## config.mk

```make
export PLATFORM = sky130hd
export DESIGN_NAME = sp_serial_port
export DESIGN_NICKNAME = d
export VERILOG_FILES = /design/src/rtl/sp_pkg.sv /design/src/rtl/sp_pin_sync.sv /design/src/rtl/sp_frame_ctrl.sv /design/src/rtl/sp_reg_bank.sv /design/src/rtl/sp_serial_port.sv
export SDC_FILE = /design/constraint.sdc
export NUM_CORES = 1
export LEC_CHECK = 0
export ABC_AREA = 1
export ABC_CLOCK_PERIOD_IN_PS = 3820
export BUFFER_PORTS_ARGS = -buffer_cell sky130_fd_sc_hd__buf_2
export CAP_MARGIN = 10
export CORE_ASPECT_RATIO = 1.5
export CORE_MARGIN = 5
export CORE_UTILIZATION = 40
export DETAILED_ROUTE_END_ITERATION = 10
export HOLD_SLACK_MARGIN = 0.08
export PLACE_DENSITY_LB_ADDON = 0.08
export SKIP_CTS_REPAIR_TIMING = 1
export SYNTH_ARGS = -nofsm -noshare
export SYNTH_HDL_FRONTEND = slang
export SYNTH_SLANG_ARGS = --single-unit
```

## constraint.sdc

```tcl
create_clock -name clk -period 3.82 [get_ports clk]
set_clock_uncertainty 0.1 [all_clocks]
set_input_delay 0.191 -clock clk [delete_from_list [all_inputs] [get_ports clk]]
set_output_delay 0.191 -clock clk [all_outputs]
set_load 0.01 [all_outputs]
```

## src/rtl/sp_pkg.sv

```systemverilog
package sp_pkg;
  localparam int SP_ADDR_W = 4;
  localparam int SP_DATA_W = 12;
  localparam int SP_SYNC_STAGES = 2;

  // Pin bundle carried through the synchronizer, idle values on reset
  typedef struct packed {
    logic sclk;
    logic sload_n;
    logic rw;
    logic sdi;
  } sp_pins_t;

  localparam sp_pins_t SP_PINS_IDLE = '{sclk: 1'b0, sload_n: 1'b1, rw: 1'b0, sdi: 1'b0};
endpackage

```

## src/rtl/sp_pin_sync.sv

```systemverilog
module sp_pin_sync #(
  parameter int WIDTH = 4,
  parameter int STAGES = 2,
  parameter logic [WIDTH-1:0] RST_VAL = '0
) (
  input  logic             clk,
  input  logic             rst_n,
  input  logic [WIDTH-1:0] d,
  output logic [WIDTH-1:0] q
);
  logic [WIDTH-1:0] chain [STAGES];

  for (genvar s = 0; s < STAGES; s++) begin : g_stage
    if (s == 0) begin : g_first
      always_ff @(posedge clk or negedge rst_n) begin
        if (!rst_n) chain[0] <= RST_VAL;
        else        chain[0] <= d;
      end
    end else begin : g_next
      always_ff @(posedge clk or negedge rst_n) begin
        if (!rst_n) chain[s] <= RST_VAL;
        else        chain[s] <= chain[s-1];
      end
    end
  end

  assign q = chain[STAGES-1];
endmodule

```

## src/rtl/sp_frame_ctrl.sv

```systemverilog
module sp_frame_ctrl #(
  parameter int ADDR_W = 4,
  parameter int DATA_W = 12,
  localparam int FRAME_W = ADDR_W + DATA_W,
  localparam int CNT_W = $clog2(FRAME_W + 1)
) (
  input  logic              clk,
  input  logic              rst_n,
  input  logic              s_sclk,
  input  logic              s_sload_n,
  input  logic              s_rw,
  input  logic              s_sdi,
  input  logic [DATA_W-1:0] rd_data,
  output logic [ADDR_W-1:0] rd_addr,
  output logic              rd_load,
  output logic              wr_en,
  output logic [ADDR_W-1:0] wr_addr,
  output logic [DATA_W-1:0] wr_data,
  output logic              sdo,
  output logic              sclk_rise,
  output logic [CNT_W-1:0]  bit_cnt
);
  localparam logic [CNT_W-1:0] CNT_FULL = CNT_W'(FRAME_W);
  localparam logic [CNT_W-1:0] CNT_LAST = CNT_W'(FRAME_W - 1);
  localparam logic [CNT_W-1:0] CNT_ADDR_LAST = CNT_W'(ADDR_W - 1);
  localparam logic [CNT_W-1:0] CNT_DATA0 = CNT_W'(ADDR_W);

  logic                sclk_q;
  logic [FRAME_W-2:0]  in_sr;
  logic [FRAME_W-1:0]  next_sr;
  logic [DATA_W-1:0]   out_sr;
  logic                take;

  assign sclk_rise = s_sclk & ~sclk_q;
  // a bit is accepted only inside a frame and only up to the frame length
  assign take      = sclk_rise & ~s_sload_n & (bit_cnt < CNT_FULL);
  assign next_sr   = {in_sr, s_sdi};

  assign rd_load = take & (bit_cnt == CNT_ADDR_LAST);
  assign rd_addr = next_sr[ADDR_W-1:0];

  assign wr_en   = take & (bit_cnt == CNT_LAST) & ~s_rw;
  assign wr_addr = next_sr[FRAME_W-1 -: ADDR_W];
  assign wr_data = next_sr[DATA_W-1:0];

  assign sdo = out_sr[DATA_W-1];

  always_ff @(posedge clk or negedge rst_n) begin
    if (!rst_n) begin
      sclk_q  <= 1'b0;
      bit_cnt <= '0;
      in_sr   <= '0;
      out_sr  <= '0;
    end else begin
      sclk_q <= s_sclk;
      if (s_sload_n) begin
        bit_cnt <= '0;
        in_sr   <= '0;
      end else if (take) begin
        bit_cnt <= bit_cnt + CNT_W'(1);
        in_sr   <= next_sr[FRAME_W-2:0];
      end
      if (rd_load) begin
        out_sr <= rd_data;
      end else if (take && bit_cnt >= CNT_DATA0) begin
        out_sr <= {out_sr[DATA_W-2:0], 1'b0};
      end
    end
  end
endmodule

```

## src/rtl/sp_reg_bank.sv

```systemverilog
module sp_reg_bank #(
  parameter int ADDR_W = 4,
  parameter int DATA_W = 12,
  parameter logic [(1<<ADDR_W)-1:0] RO_MASK = 16'hF000,
  localparam int NUM_REGS = 1 << ADDR_W
) (
  input  logic                       clk,
  input  logic                       rst_n,
  input  logic                       wr_en,
  input  logic [ADDR_W-1:0]          wr_addr,
  input  logic [DATA_W-1:0]          wr_data,
  input  logic [ADDR_W-1:0]          rd_addr,
  output logic [DATA_W-1:0]          rd_data,
  input  logic [NUM_REGS*DATA_W-1:0] ro_data_i,
  output logic [NUM_REGS*DATA_W-1:0] reg_q_o
);
  logic [DATA_W-1:0] word [NUM_REGS];

  for (genvar g = 0; g < NUM_REGS; g++) begin : g_reg
    if (RO_MASK[g]) begin : g_ro
      assign word[g] = ro_data_i[g*DATA_W +: DATA_W];
      assign reg_q_o[g*DATA_W +: DATA_W] = '0;
    end else begin : g_rw
      logic [DATA_W-1:0] q;
      logic              unused_ro;
      assign unused_ro = ^ro_data_i[g*DATA_W +: DATA_W];
      always_ff @(posedge clk or negedge rst_n) begin
        if (!rst_n)                                q <= '0;
        else if (wr_en && wr_addr == ADDR_W'(g))   q <= wr_data;
      end
      assign word[g] = q;
      assign reg_q_o[g*DATA_W +: DATA_W] = q;
    end
  end

  assign rd_data = word[rd_addr];
endmodule

```

## src/rtl/sp_serial_port.sv

```systemverilog
module sp_serial_port #(
  parameter int ADDR_W = sp_pkg::SP_ADDR_W,
  parameter int DATA_W = sp_pkg::SP_DATA_W,
  parameter int SYNC_STAGES = sp_pkg::SP_SYNC_STAGES,
  parameter logic [(1<<ADDR_W)-1:0] RO_MASK = 16'hF000
) (
  input  logic                              clk,
  input  logic                              rst_n,
  input  logic                              sclk,
  input  logic                              sload_n,
  input  logic                              rw,
  input  logic                              sdio_i,
  output logic                              sdio_o,
  output logic                              sdio_oe,
  input  logic [(1<<ADDR_W)*DATA_W-1:0]     ro_data_i,
  output logic [(1<<ADDR_W)*DATA_W-1:0]     reg_q_o
);
  import sp_pkg::*;
  localparam int FRAME_W = ADDR_W + DATA_W;
  localparam int CNT_W = $clog2(FRAME_W + 1);

  sp_pins_t          pins_raw, pins_s;
  logic [ADDR_W-1:0] rd_addr, wr_addr;
  logic [DATA_W-1:0] rd_data, wr_data;
  logic              rd_load, wr_en, sclk_rise;
  logic [CNT_W-1:0]  bit_cnt;

  assign pins_raw = '{sclk: sclk, sload_n: sload_n, rw: rw, sdi: sdio_i};

  sp_pin_sync #(
    .WIDTH  ($bits(sp_pins_t)),
    .STAGES (SYNC_STAGES),
    .RST_VAL(SP_PINS_IDLE)
  ) u_sync (
    .clk  (clk),
    .rst_n(rst_n),
    .d    (pins_raw),
    .q    (pins_s)
  );

  sp_frame_ctrl #(.ADDR_W(ADDR_W), .DATA_W(DATA_W)) u_ctrl (
    .clk      (clk),
    .rst_n    (rst_n),
    .s_sclk   (pins_s.sclk),
    .s_sload_n(pins_s.sload_n),
    .s_rw     (pins_s.rw),
    .s_sdi    (pins_s.sdi),
    .rd_data  (rd_data),
    .rd_addr  (rd_addr),
    .rd_load  (rd_load),
    .wr_en    (wr_en),
    .wr_addr  (wr_addr),
    .wr_data  (wr_data),
    .sdo      (sdio_o),
    .sclk_rise(sclk_rise),
    .bit_cnt  (bit_cnt)
  );

  sp_reg_bank #(.ADDR_W(ADDR_W), .DATA_W(DATA_W), .RO_MASK(RO_MASK)) u_bank (
    .clk      (clk),
    .rst_n    (rst_n),
    .wr_en    (wr_en),
    .wr_addr  (wr_addr),
    .wr_data  (wr_data),
    .rd_addr  (rd_addr),
    .rd_data  (rd_data),
    .ro_data_i(ro_data_i),
    .reg_q_o  (reg_q_o)
  );

  // pad direction follows the raw pins so release needs no clock
  assign sdio_oe = ~sload_n & rw;
endmodule

```

; ---- Yosys cells after proc, flatten, opt, wreduce, memory -nomap -nowiden
; Cells that the tools add are included.
; Widths: inputs -> output; s select.
[op_classes]
reduce_logical = 16
n_mux = 9
mul = 0
n_bitwise = 12
n_eq_ne = 13
div_mod_pow = 0
addsub = 1
shifts = 0
magnitude_cmp = 3
[ops]
columns = operator, n
row1 = $bmux 12 s4, 1
row2 = $mux 12, 4
row3 = $mux 15, 2
row4 = $eq 4x3->1 const B, 4
row5 = $eq 4x4->1 const B, 4
row6 = $logic_and 1x1->1, 13
row7 = $mux 5, 2
row8 = $eq 4x2->1 const B, 2
row9 = $and 1x1->1, 7
row10 = $add 5x1->5 const B, 1
row11 = $eq 5x2->1 const B, 1
row12 = $eq 5x4->1 const B, 1
row13 = $ge 5x3->1 const B, 1
row14 = $ge 5x5->1 const B, 1
row15 = $lt 5x5->1 const B, 1
row16 = $not 4->5, 1
row17 = $eq 4x1->1 const B, 1
row18 = $logic_not 4->1, 1
row19 = $not 1->1, 4
row20 = $reduce_bool 2->1, 2
[word_totals]
romBits = 0
ramBits = 0
register_bits = 185
latch_bits = 0
wordCells = 72
input_bits = 198
n_memories = 0
out_inout_bits = 194

; ---- Depth between registers and ports, before layout
[logic_depth]
ltp_word = 7
mapped_depth = 12
depth_no_buf = 11

; ---- Hierarchy
; Synthesis repeated with hierarchy kept, for this count alone.
[hier_totals]
cells_unflattened = 1348
hier_area_um2 = 9938.3
[modules_own_cells]
columns = mod, cells_per_inst, area_per_inst_um2, n_inst, seq_area_each_um2
row1 = sp_reg_bank, 1135, 8017.7, 1, 3603.5
row2 = sp_frame_ctrl, 199, 1677.9, 1, 825.8
row3 = sp_pin_sync, 12, 232.7, 1, 202.7
row4 = sp_serial_port, 2, 10.0, 1, 0.0

; ---- Least setup slack after synthesis
; Ideal clock, no wire load.
[synth_timing]
path_type = reg-to-reg
start = register u_ctrl.bit_cnt[0]
end = register u_bank.g_reg[9].g_rw.q[10]
required_ns = 3.588
path_stages_with_launch = 13
setup_ns = 0.132
slack_ns = 1.891
period_less_slack_ns = 1.929
t_arrival_ns = 1.696
n_path_buf = 1
cell_sequence = dfrtp_1 -> ha_1 -> nand2_1 -> nor2_1 -> ha_1 -> inv_1 -> nor2_1 -> nand2_4 -> inv_8 -> nand4_2 -> buf_6 -> nand2_1 -> o21ai_2
[synth_between]
elab_chain_cells = 5
word_cells_on_any_way = 6
cone_classes = order compare (1) / eq/ne (1) / bitwise (3) / reduce/logical (1)
[synth_rtl]
columns = element, line_no
row1 = start: declaration, sp_frame_ctrl.sv:21  ; output logic [CNT_W-1:0] bit_cnt
row2 = start signal: assignment, sp_frame_ctrl.sv:60  ; bit_cnt <= bit_cnt + CNT_W'(1);
row3 = $lt 5x5->1, sp_frame_ctrl.sv:36  ; assign take = sclk_rise & ~s_sload_n & (bit_cnt < CNT_FULL);
row4 = $and 1x1->1, sp_frame_ctrl.sv:36
row5 = $and 1x1->1 * (2 in a row), sp_frame_ctrl.sv:42  ; assign wr_en = take & (bit_cnt == CNT_LAST) & ~s_rw;
row6 = $logic_and 1x1->1 *, sp_reg_bank.sv:29  ; else if (wr_en && wr_addr == ADDR_W'(g)) q <= wr_data;
row7 = end signal: assignment, sp_reg_bank.sv:29
row8 = end: declaration, sp_reg_bank.sv:24  ; logic [DATA_W-1:0] q;
; Every way passes the cells marked *; elsewhere a longest branch is shown, timed or not.
; A chain may end at the register's enable or synchronous reset.

; ---- Worst setup path after layout
[layout_timing]
start = register u_sync.chain, in the netlist u_sync.q[0]
end = register u_ctrl.out_sr[9]
[layout_between]
elab_chain_cells = 5
[layout_rtl]
columns = element, line_no
row1 = start: declaration, sp_pin_sync.sv:11  ; logic [WIDTH-1:0] chain [STAGES];
row2 = start signal: indexed assignment, sp_pin_sync.sv:22  ; else chain[s] <= chain[s-1];
row3 = $not 4->5 (implied by the code), sp_reg_bank.sv:36  ; assign rd_data = word[rd_addr];
row4 = $bmux 12 s4, sp_reg_bank.sv:36
row5 = $mux 12 (implied by the code) (2 in a row), sp_reg_bank.sv:36
row6 = $mux 12, sp_frame_ctrl.sv:63  ; if (rd_load) begin
row7 = end signal: assignment, sp_frame_ctrl.sv:64  ; out_sr <= rd_data;
row8 = end signal: assignment, sp_frame_ctrl.sv:66  ; out_sr <= {out_sr[DATA_W-2:0], 1'b0};
row9 = end: declaration, sp_frame_ctrl.sv:31  ; logic [DATA_W-1:0] out_sr;
; No other way between the ends. The select of a mux whose other input is x is not followed.

==> impl_metrics.csv <==
group,metric,value,unit
clocking,cts_max_path_buffers,2,
sta,finalCriticalPeriod,2464,ps
cells_and_area,nFillCells,2535,
detailed_routing,dr_wl_met2,15850,microns
synthesis,synthCells,1262,
sta,fin_crit_sh,64.50,%
power,combPwrFrac,6.3,%
power,p_switching,0.001030,W
cells_and_area,multi_input_area,4091,sq um
power,clock_power_share,47.0,%
worst_setup_path,r2r_end,"u_ctrl.out_sr[9]",
detailed_routing,drtAntennaViolNets,0,
worst_setup_path,required,4050,ps
synthesis,ys_ff_latch,185,
outcome,status,"finished clean",
detailed_routing,post-route-drc-count,0,
clocking,clkLatencyLatePin,440,ps
global_routing,grt_first_pass_wirelength,49490,microns
floorplan,dieArea,28090,sq um
cells_and_area,area_delta_synth_final,15.53,%
synthesis,yosysWarnings,0,
synthesis,synth_area,9911,sq um
cells_and_area,nNetsFinal,1616,
power,peakVddDrop,295.0,uV
floorplan,placementRows,70,
floorplan,core,24440,sq um
worst_setup_path,cp_max_fo,52,
power,switching_share,24.13,%
global_routing,grt_max_degree,90,
power,seqPwrFrac,46.8,%
synthesis,ys_top_cells_by_area,"dfrtp_1, nand2_1, nand3_1",
worst_setup_path,criticalPathCategory,"reg2reg",
floorplan,initial_core_util,40.56,%
place,dpl.cell_count,1715,
sta,tightest_slew,926.7,ps
sta,timing.fmax,0.4059,GHz
detailed_routing,wl_per_cell,18.39,microns
global_routing,grt_use_total,22.73,%
sta,rsz0062_at_grt,"false",
detailed_routing,met1_length,13630,microns
place,numPortBuffers,199,
cells_and_area,diodes,0,
power,power_density,372.9,nW/um^2
clocking,cts_tree,"yes",
global_routing,grt_pass1_vias,8140,
power,p_int,0.003239,W
sta,relSlewSlack,38.15,%
sta,finalSetupTns,0,ps
cells_and_area,drive_above_1_share,24.23,%
synthesis,avgSynthCellArea,7.853,sq um
cells_and_area,final_util,46.86,%
global_routing,antenna_found_initial,0,
synthesis,yosys.area.top_type_share,46.21,%
clocking,ctsRootBufferMaster,"clkbuf_16",
power,leakage,5.961,nW
place,gp_congestion,0.8521,
worst_setup_path,r2r_setup_slack,1360,ps
job,drv_cap,0,
synthesis,ys_seq_area_share,46.74,%
synthesis,synth_top_area_cell,"dfrtp_1",
sta,finalHoldViolations,0,
cells_and_area,seqCellArea,4636,sq um
detailed_routing,dr_total_vias,8481,
worst_setup_path,cp-end-kind,"flip-flop",
floorplan,io_pins,392,
worst_hold_path,hold_class,"in2async",
synthesis,ys_types,33,
cells_and_area,finish.cell_count_without_fillers,1752,
worst_setup_path,reg2reg_from,"u_sync.q[0]",
clocking,cts.reportedPaths.clkPinSlew,70,ps
global_routing,overflow,0,
clocking,htreeDepth,4,
sta,drv_slew,0,
place,dp_hpwl,22230,microns
detailed_routing,met3WireLength,1798,microns
floorplan,die_h,202.8,microns
detailed_routing,highest_layer,"met4",
worst_setup_path,critPathArrivalTime,2690,ps
worst_setup_path,crit_path_start_kind,"flip-flop",
sta,setup_violations,0,
detailed_routing,drtIter0Drc,659,
clocking,clock-sinks,185,
floorplan,die_w,138.5,microns
detailed_routing,via_per_inst,4.841,
detailed_routing,totalWireLength,32230,microns
worst_setup_path,reg2reg_depth,8,
sta,hold_ws,225.9,ps
detailed_routing,first_pass_iters,5,
clocking,cts_buffers,17,
## power groups by stage
| stage | sequential, W | clock [W] | combinational, W |
|---|---|---|---|
| floorplan | 0.00202 | 0 | 0.000196 |
| global placement | 0.00204 | 0 | 0.000267 |
| detailed placement | 0.00204 | 0 | 0.000268 |
| finish | 0.00200 | 0.00200 | 0.000268 |
| CTS | 0.00200 | 0.00204 | 0.000269 |
| global route | 0.00200 | 0.00210 | 0.000304 |
## stage by stage
| stage | setup WS (ps) | cell area (sq um) | power (W) |
|---|---|---|---|
| detailed placement | 1338 | 10740 | 0.002303 |
| global placement | 1320 | 10740 | 0.002303 |
| global route | 1172 | 11450 | 0.004410 |
| CTS | 1325 | 11400 | 0.004306 |
| finish | 1356 | 11450 | 0.004270 |
| floorplan | 1891 | 10090 | 0.002220 |
## sequential cells by signal (all words and copies together) (netlist names)
signal	cells
u_bank.g.g_rw.q	144
u_ctrl.in_sr	15
u_ctrl.out_sr	12
u_ctrl.bit_cnt	5
u_sync.chain	4
u_sync.q	4
u_ctrl.sclk_q	1
## how the worst max path moves through the flow
| stage | startpoint | to | slack, ps | cells past startpoint |
|---|---|---|---|---|
| 3_5_place_dp | u_sync.q[0] | u_ctrl.out_sr[9] | 1340 | 8 |
| 3_3_place_gp | u_sync.q[0] | u_ctrl.out_sr[0] | 1320 | 8 |
| 2_1_floorplan | u_ctrl.bit_cnt[0] | u_bank.g_reg[9].g_rw.q[10] | 1890 | 12 |
| 5_1_grt | u_sync.q[0] | u_ctrl.out_sr[9] | 1170 | 8 |
| 4_1_cts | u_sync.q[0] | u_ctrl.out_sr[9] | 1330 | 8 |
| 6_report | u_sync.q[0] | u_ctrl.out_sr[9] | 1360 | 8 |
## synthesized netlist by cell type (all sizes together)
cell type	n
clkbuf	15
a31oi	1
o22ai	17
dfrtp	183
nand4	4
nor3	2
nand3	129
clkinv	2
o21ai	153
dfstp	2
ha	3
conb	1
o211ai	2
inv	125
a21oi	8
nor2	33
buf	114
nand2	468
## final cells by class
type	instances	share of cell area [%]
Sequential cell	185	40.49
Multi-Input combinational cell	868	35.73
Timing Repair Buffer	216	10.20
Inverter	127	4.284
Clock buffer	19	3.868
Tap cell	324	3.541
Clock inverter	13	1.891
## worst max-delay path, stage by stage (launching register included)
cell	delay (ps)
dfrtp_4	800
buf_4	600
nand2_1	120
nand3_1	150
nand3_1	190
nand3_1	140
nand3_1	100
nand2_1	70
nand2_1	40
## logic make-up (layout without fill, tap and decap cells)
kind of cell               Yosys count  count (layout)  share of synthesized area, %
and+or+nand+nor                    636             636                         27.14
buffers and inverters              256             375                         13.76
DFF                                185             185                         46.74
AOI/OAI and AO/OA                  181             181                         11.94
adders and majority gates            3               3                        0.3788
other                                1              48                       0.03784
## metal layers
layer | GRT usage [%] | up-vias
met4 | 7.768 | 0
met2 | 38.95 | 285
li1 | - | 4191
met3 | 4.901 | 41
met1 | 28.46 | 3964
met5 | 0 | -
## layout by cell type (no fill, tap or decap), drive strengths merged
master / count
clkbuf: 19
a21oi: 8
conb: 48
o22ai: 17
nand4: 4
nor2: 33
nand2: 468
a31oi: 1
bufinv: 5
nor3: 2
clkinvlp: 3
nand3: 129
dfrtp: 183
o211ai: 2
buf: 211
inv: 127
dlygate4sd3: 5
clkinv: 5
ha: 3
o21ai: 153
dfstp: 2
(Power assumes the default switching activity.)
